`src/rtl/xbus_pkg.sv`:
```
// Shared types for the expansion bus chip-select decoder.
// Assumes: the attribute pair travels together from the arbiter to the output registers.
package xbus_pkg;

    // Data width and wait attribute of the device that claims a cycle
    typedef struct packed {
        logic w16;
        logic zws;
    } xbus_attr_t;

    localparam xbus_attr_t XBUS_ATTR_NONE = '{w16: 1'b0, zws: 1'b0};

endpackage

```
`src/rtl/xbus_match.sv`:
```
// Masked address comparator for one programmable range.
// Assumes: the mask has ones on the bits that must equal the base; the range size is
// a power of two and the base is aligned to it, so one equality test suffices.
module xbus_match #(
    parameter int W = 16
) (
    input  logic         en,
    input  logic [W-1:0] addr,
    input  logic [W-1:0] base,
    input  logic [W-1:0] mask,
    output logic         hit
);

    // Compare only the masked bits of address and base
    always_comb begin
        hit = en && ((addr & mask) == (base & mask));
    end

endmodule

```
`src/rtl/xbus_prio.sv`:
```
// Fixed-priority arbiter and attribute selector for the decoder hits.
// Assumes: priority ROM > window > I/O range 0 > ... > I/O range N_IO-1, and an I/O
// device gets zero wait only when it is configured 8 bits wide.
module xbus_prio
    import xbus_pkg::*;
#(
    parameter int N_IO = 2
) (
    input  logic            rom_hit,
    input  logic            win_hit,
    input  logic [N_IO-1:0] io_hit,
    input  logic            rom_w16,
    input  logic            rom_zws,
    input  logic            win_w16,
    input  logic            win_zws,
    input  logic [N_IO-1:0] io_w16,
    input  logic [N_IO-1:0] io_zws,
    output logic            rom_gnt,
    output logic            win_gnt,
    output logic [N_IO-1:0] io_gnt,
    output logic            any_gnt,
    output xbus_attr_t      attr
);

    logic [N_IO:0] blocked;

    // Memory selects outrank every I/O range
    always_comb begin
        rom_gnt    = rom_hit;
        win_gnt    = win_hit && !rom_hit;
        blocked[0] = rom_hit || win_hit;
    end

    // Each I/O range loses to every higher-priority hit
    for (genvar k = 0; k < N_IO; k++) begin : g_io
        always_comb begin
            io_gnt[k]    = io_hit[k] && !blocked[k];
            blocked[k+1] = blocked[k] || io_hit[k];
        end
    end

    // Flag that some select claims the cycle
    always_comb begin
        any_gnt = blocked[N_IO];
    end

    // Pick the width and wait attribute of the granted device
    always_comb begin
        attr = XBUS_ATTR_NONE;
        if (rom_gnt) begin
            attr.w16 = rom_w16;
            attr.zws = rom_zws;
        end else if (win_gnt) begin
            attr.w16 = win_w16;
            attr.zws = win_zws;
        end else begin
            for (int k = 0; k < N_IO; k++) begin
                if (io_gnt[k]) begin
                    attr.w16 = io_w16[k];
                    attr.zws = io_zws[k] && !io_w16[k];
                end
            end
        end
    end

endmodule

```
`src/rtl/xbus_csel.sv`:
```
// Chip-select decoder for an ISA-style expansion bus.
// Decodes each host cycle into ROM, window and I/O-range selects, merges the strobes,
// reports width and zero-wait attributes and decides subtractive forwarding.
// Assumes: strobes are active low and memory and I/O strobes are not active at the
// same time; configuration inputs are stable around the clock edge; all outputs are
// registered, with a synchronous active-low reset.
module xbus_csel
    import xbus_pkg::*;
#(
    parameter int AW   = 32,
    parameter int IOAW = 16,
    parameter int N_IO = 2,
    parameter int RMW  = 8
) (
    input  logic                 clk,
    input  logic                 rst_n,
    input  logic [AW-1:0]        addr,
    input  logic                 memr_n,
    input  logic                 memw_n,
    input  logic                 ior_n,
    input  logic                 iow_n,
    input  logic [RMW-1:0]       cfg_rom_mask,
    input  logic                 cfg_rom_w16,
    input  logic                 cfg_rom_zws,
    input  logic                 cfg_win_en,
    input  logic [AW-1:0]        cfg_win_base,
    input  logic [AW-1:0]        cfg_win_mask,
    input  logic                 cfg_win_w16,
    input  logic                 cfg_win_zws,
    input  logic [N_IO-1:0]      cfg_io_en,
    input  logic [N_IO*IOAW-1:0] cfg_io_base,
    input  logic [N_IO*IOAW-1:0] cfg_io_mask,
    input  logic [N_IO-1:0]      cfg_io_w16,
    input  logic [N_IO-1:0]      cfg_io_zws,
    input  logic                 cfg_nofwd_io,
    input  logic                 cfg_nofwd_mem,
    output logic                 rom_cs_n,
    output logic                 win_cs_n,
    output logic [N_IO-1:0]      io_cs_n,
    output logic                 win_rd_n,
    output logic                 win_wr_n,
    output logic                 rd_n,
    output logic                 wr_n,
    output logic                 bus_w16,
    output logic                 zws,
    output logic                 sub_fwd
);

    localparam int TOPW    = 8;
    localparam int ROM_MSB = AW - TOPW - 1;
    localparam int ROM_LSB = ROM_MSB - RMW + 1;

    logic            mem_cyc, io_cyc;
    logic            rom_hit, win_hit;
    logic [N_IO-1:0] io_hit, io_gnt;
    logic            rom_gnt, win_gnt, any_gnt;
    logic            fwd_d;
    xbus_attr_t      attr;

    // Classify the current cycle from the strobes
    always_comb begin
        mem_cyc = !memr_n || !memw_n;
        io_cyc  = !ior_n || !iow_n;
    end

    // Boot ROM: top 16 MB, narrowed by the mask bits just below the top byte
    always_comb begin
        rom_hit = mem_cyc && (&addr[AW-1:AW-TOPW])
                  && ((addr[ROM_MSB:ROM_LSB] & cfg_rom_mask) == cfg_rom_mask);
    end

    logic win_match;
    xbus_match #(.W(AW)) i_win_match (
        .en   (cfg_win_en),
        .addr (addr),
        .base (cfg_win_base),
        .mask (cfg_win_mask),
        .hit  (win_match)
    );

    // Window responds only to memory cycles
    always_comb begin
        win_hit = mem_cyc && win_match;
    end

    // One comparator per I/O range, qualified by I/O cycles
    for (genvar k = 0; k < N_IO; k++) begin : g_iorng
        logic io_match;
        xbus_match #(.W(IOAW)) i_io_match (
            .en   (cfg_io_en[k]),
            .addr (addr[IOAW-1:0]),
            .base (cfg_io_base[k*IOAW +: IOAW]),
            .mask (cfg_io_mask[k*IOAW +: IOAW]),
            .hit  (io_match)
        );
        always_comb begin
            io_hit[k] = io_cyc && io_match;
        end
    end

    xbus_prio #(.N_IO(N_IO)) i_prio (
        .rom_hit (rom_hit),
        .win_hit (win_hit),
        .io_hit  (io_hit),
        .rom_w16 (cfg_rom_w16),
        .rom_zws (cfg_rom_zws),
        .win_w16 (cfg_win_w16),
        .win_zws (cfg_win_zws),
        .io_w16  (cfg_io_w16),
        .io_zws  (cfg_io_zws),
        .rom_gnt (rom_gnt),
        .win_gnt (win_gnt),
        .io_gnt  (io_gnt),
        .any_gnt (any_gnt),
        .attr    (attr)
    );

    // Forward an unclaimed cycle unless its type has forwarding disabled
    always_comb begin
        fwd_d = !any_gnt && ((mem_cyc && !cfg_nofwd_mem) || (io_cyc && !cfg_nofwd_io));
    end

    // Register every select, strobe and attribute so the outputs are glitch-free
    always_ff @(posedge clk) begin
        if (!rst_n) begin
            rom_cs_n <= 1'b1;
            win_cs_n <= 1'b1;
            io_cs_n  <= '1;
            win_rd_n <= 1'b1;
            win_wr_n <= 1'b1;
            rd_n     <= 1'b1;
            wr_n     <= 1'b1;
            bus_w16  <= 1'b0;
            zws      <= 1'b0;
            sub_fwd  <= 1'b0;
        end else begin
            rom_cs_n <= !rom_gnt;
            win_cs_n <= !win_gnt;
            io_cs_n  <= ~io_gnt;
            win_rd_n <= !(win_gnt && !memr_n);
            win_wr_n <= !(win_gnt && !memw_n);
            rd_n     <= ior_n && memr_n;
            wr_n     <= iow_n && memw_n;
            bus_w16  <= attr.w16;
            zws      <= attr.zws;
            sub_fwd  <= fwd_d;
        end
    end

endmodule

```
`config.mk`:
```
export PLATFORM = sky130hd
export DESIGN_NAME = xbus_csel
export DESIGN_NICKNAME = d
export VERILOG_FILES = /design/src/rtl/xbus_pkg.sv /design/src/rtl/xbus_match.sv /design/src/rtl/xbus_prio.sv /design/src/rtl/xbus_csel.sv
export SDC_FILE = /design/constraint.sdc
export NUM_CORES = 1
export LEC_CHECK = 0
export CAP_MARGIN = 5
export CORE_AREA = 2 2 76 78
export DETAILED_ROUTE_END_ITERATION = 8
export DIE_AREA = 0 0 78 80
export DONT_BUFFER_PORTS = 1
export PLACE_DENSITY = 0.43
export SYNTH_ARGS = -nofsm -noshare
export SYNTH_HDL_FRONTEND = slang
export SYNTH_SLANG_ARGS = --single-unit
export TNS_END_PERCENT = 100
```
`constraint.sdc`:
```
create_clock -name clk -period 2.35 [get_ports clk]
set_input_delay 0.235 -clock clk [delete_from_list [all_inputs] [get_ports clk]]
set_output_delay 0.235 -clock clk [all_outputs]
set_load 0.02 [all_outputs]
```
Word level (Yosys, flattened, before mapping):

Index checks and enable logic that the tools add are counted.

* output and inout bits: 11
* word-level logic and storage cells: 68
* register bits after elaboration: 11

* bitwise gates (word level): 8
* equality and inequality tests: 4
* multiplexer cells: 4
* reduce and logical (&&, ||, !) cells: 42

Operators with widths (count)
* 16-bit AND: 4
* 32-bit AND: 2
* 16-bit equality test: 2
* 32-bit equality test: 1
* 1-bit logical AND: 20
* 1-bit logical NOT: 15
* 8-bit AND: 1
* 8-bit equality test: 1
* 2-bit two-way mux: 4
* 8-bit AND reduction: 1
* 1-bit logical OR: 6
* 2-bit inverter: 1

Depth between registers and ports, before layout:

* word-level depth: 11
* depth in mapped cells: 8
* gate-level depth less buffers: 7

Cells and area by module:

A second synthesis with hierarchy kept.

* cells, all modules: 166
* area, all modules: 1450.1 um^2

Modules (own cells, without submodules)
* xbus_match (i_win_match): instances 1, sequential area each 0.0 um^2, cells each 52, area each 465.4 um^2
* xbus_match (g_iorng[0].i_io_match ...): instances 2, sequential area each 0.0 um^2, cells each 27, area each 225.2 um^2
* xbus_csel: instances 1, sequential area each 220.2 um^2, cells each 46, area each 416.6 um^2
* xbus_prio: instances 1, sequential area each 0.0 um^2, cells each 14, area each 117.6 um^2

Worst setup path after synthesis:

No wires, ideal clock.

* kind: input to register
* start: input port addr[18]
* end: register bus_w16
* required time: 2266 ps
* path slack: 374 ps
* arrival: 1892 ps
* cell stages on the path: 8
* cells stage by stage: xor2_1 -> a22o_1 -> a221oi_2 -> nand4_1 -> or4_1 -> buf_2 -> and3_4 -> o31ai_2

* longest elaborated chain between the ends: 11
* elaborated cells between the ends (all ways): 19

Ends and longest elaborated chain
* start, declared: RTL line xbus_csel.sv:17 `input logic [AW-1:0] addr,`
* 32-bit AND: RTL line xbus_match.sv:16 `hit = en && ((addr & mask) == (base & mask));`
* 32-bit equality test: RTL line xbus_match.sv:16
* 1-bit logical AND: RTL line xbus_match.sv:16
* 1-bit logical AND: RTL line xbus_csel.sv:83 `win_hit = mem_cyc && win_match;`
* 1-bit logical OR: RTL line xbus_prio.sv:31 `blocked[0] = rom_hit || win_hit;`
* 1-bit logical NOT / 1-bit logical OR (equally long branches): RTL line xbus_prio.sv:37, xbus_prio.sv:38
* 1-bit logical AND / 1-bit logical NOT (equally long branches): RTL line xbus_prio.sv:37 `io_gnt[k] = io_hit[k] && !blocked[k];`
* 2-bit two-way mux / 1-bit logical AND (equally long branches): RTL line xbus_prio.sv:58, xbus_prio.sv:37
* 2-bit two-way mux: RTL line xbus_prio.sv:58 `if (io_gnt[k]) begin`
* 2-bit two-way mux: RTL line xbus_prio.sv:53 `end else if (win_gnt) begin`
* 2-bit two-way mux (*): RTL line xbus_prio.sv:50 `if (rom_gnt) begin`
* end signal, assigned: RTL line xbus_csel.sv:144 `bus_w16 <= attr.w16;`
* end, declared: RTL line xbus_csel.sv:44 `output logic bus_w16,`

Mark *: on every way between the ends. The rest lies on a longest branch, timed or not.
A chain may end at the register's enable or synchronous reset.

Final worst setup path:

* start: input port addr[25]
* end: register bus_w16

Same word-level chain as after synthesis.

==> impl_metrics.csv <==
group,metric,value,unit
global_routing,grt_pass1_wl,7330,um
floorplanning,design.die.area,6240,um^2
placed_design,preCtsSetupSlack,0.131,ns
clocking,cts_max_path_buffers,2,
global_routing,grt_pass1_vias,1433,
logic_synthesis,synth_fp_nets,358,
placed_design,dpl.hpwl,5170,um
clocking,h-tree-depth,1,
floorplanning,core,5410,um^2
timing,holdWs,0.0633,ns
finish,finalNetCount,363,
finish,final_util,28.2,%
global_routing,grt_max_degree,9,
floorplanning,die_x,78,um
floorplanning,rows,27,
floorplanning,die_h,80,um
global_routing,antenna_found_initial,0,
clocking,clkTransAtPathRegs,0.05,ns
setup_path,crit_fanout,8,
logic_synthesis,synth_cell_types,25,
clocking,clock-sinks,11,
timing,rsz0062_at_grt,"no",
finish,area_growth,9.91,%
timing,worst_pin_slew,0.551,ns
power_and_ir_drop,p_leak,0.611,nW
clocking,postCtsSetupBuffers,0,
drt,wirelength,5630,um
drt,num_vias,1358,
finish,fin_cells,247,
placed_design,placed_cells,243,
logic_synthesis,seq_area_frac_synth,15.9,%
power_and_ir_drop,power_density,358,nW/um^2
logic_synthesis,synth_warnings,0,
placed_design,io_buffers,0,
drt,firstDrtPassIters,4,
setup_path,critical_path_class,"input pin to flop",
flow_run,maxCapViolations,0,
setup_path,end_kind,"flop",
timing,period_needed,1.96,ns
timing,slew_viol_final,0,
finish,antenna_cells,0,
setup_path,critPathSlowestCell,"or4_1",
finish,stdcell_area,1530,um^2
drt,drt_iter0_markers,61,
timing,slew_headroom,63.0,%
logic_synthesis,syn_inst,171,
finish,num-fill-cells,625,
finish,layout-drive-gt1-share,4.57,%
drt,wire_per_inst,22.8,um
placed_design,gp_congestion,0.795,
outcome,outcome,"completed",
clocking,cts_hold_buf,0,
timing,setup_viol,0,
global_routing,grtUsageTotal,15.9,%
timing,setup_slack,0.388,ns
setup_path,critPathRequiredTime,2.50,ns
setup_path,path_delay_family,"simple AND/OR/NAND/NOR gates",
power_and_ir_drop,vdd_drop_max,0.000212,V
floorplanning,ios,198,
clocking,numCtsBuffers,3,
setup_path,critPathLaunchType,"input pin",
power_and_ir_drop,total_power,0.546,mW
global_routing,gr-total-overflow,0,
drt,viasPerCell,5.50,
setup_path,crit_chain,"xor2_1 -> a22o_1 -> a221oi_2 -> nand4_1 -> or4_1 -> and3_4 -> o31ai_2",
floorplanning,initial_core_util,25.7,%
hold_path,hold_path_class,"input pin to flop",
timing,report.final.hold_viol_count,0,
drt,drc_errors,0,
timing,fin_crit_sh,83.5,%
logic_synthesis,avgSynthCellArea,8.12,um^2
placed_design,dpl_cell_area,1480,um^2
timing,fin_setup_tns,0,ns
setup_path,arrival,2.11,ns
setup_path,cp_num_buf_inv,0,
timing,fmax,0.510,GHz
clocking,root_buffer,"clkbuf_8",
drt,ant_nets,0,
setup_path,max_stage_delay,0.68,ns
clocking,cts_tree,"built",
logic_synthesis,ys_seq_elements,11,
logic_synthesis,syn-cell-area,1390,um^2
clocking,cts_resized,0,
## layer usage
| layer | wire (um) | part of all wire (%) | GRT usage [%] | vias to the layer above |
|---|---|---|---|---|
| met3 | 607 | 11 | 2.04 | 4 |
| met2 | 3070 | 55 | 32.1 | 120 |
| met1 | 1900 | 34 | 17.6 | 607 |
| met4 | 53 | 0.94 | 2.98 | 0 |
| li1 | - | - | - | 627 |
| met5 | 0 | 0 | 0 | - |
## Yosys cell counts
library cell  instances  area share, %
buf_2                 1           0.36
and3b_1               1           0.63
nand2_1              15            4.1
a22o_1                2            1.3
nand4_1              10            4.5
xor2_1               64             40
a21oi_1               4            1.4
dfxtp_1              11             16
or3_1                 2           0.90
nand3b_1              1           0.54
mux2i_1               1           0.72
o211ai_1              1           0.54
o31ai_2               1           0.90
or4_1                 1           0.54
and3_4                1           0.81
nor2_1                4            1.1
a22oi_1              22             12
nand3_1               4            1.4
nor3_1                2           0.72
and2_1                1           0.45
a221oi_2              2            2.2
a222oi_1              4            2.9
nor4b_1               2            1.3
inv_1                 9            2.4
nor2b_1               5            2.3
## sequential cells by signal, summed over array words and instances, names as in the netlist
name,count
bus_w16,1
io_cs_n,2
rd_n,1
rom_cs_n,1
sub_fwd,1
win_cs_n,1
win_rd_n,1
win_wr_n,1
wr_n,1
zws,1
## cells in the final DEF (no fill, tap or decap), types with 2 or more instances in the layout
cell	n
xor2_1	64
a22oi_1	22
nand2_1	15
dfxtp_1	11
nand4_1	10
inv_1	9
nor2b_1	5
a222oi_1	4
nand3_1	4
a21oi_1	4
nor2_1	4
clkbuf_8	3
nor3_1	2
a22o_1	2
a221oi_2	2
nor4b_1	2
or3_1	2
## worst paths after layout
path | from | to | slack, ns | depth (start not counted)
setup / recovery | addr[25] | bus_w16 | 0.39 | 7
hold / removal | rst_n | rd_n | 0.06 | 1
## where the power goes
group | leakage, nW | internal [mW] | switching (mW)
clock network | 0.0228 | 0.118 | 0.0603
registers | 0.0899 | 0.191 | 0.00605
logic | 0.499 | 0.0931 | 0.0772
## kinds of logic (layout without fill, tap and decap cells)
kind of cell    count (synthesis)  count (layout)  share of synthesized area, %
flops                          11              11                          15.9
xor+xnor                       64              64                          40.4
compound gates                 36              36                          21.1
buf+inv                        10              14                          2.79
simple gates                   49              49                          19.2
mux                             1               1                         0.721
## area by class of cell
cell class                 instances  area [um^2]  area share, %
tap                               72         90.1           5.90
sequential                        11          220           14.4
inverter                           9         33.8           2.21
timing repair buffer               1         7.51          0.492
multi-input combinational        150         1130           74.0
clock buffer                       4         45.0           2.95
Power figures use the tool's default switching activity.
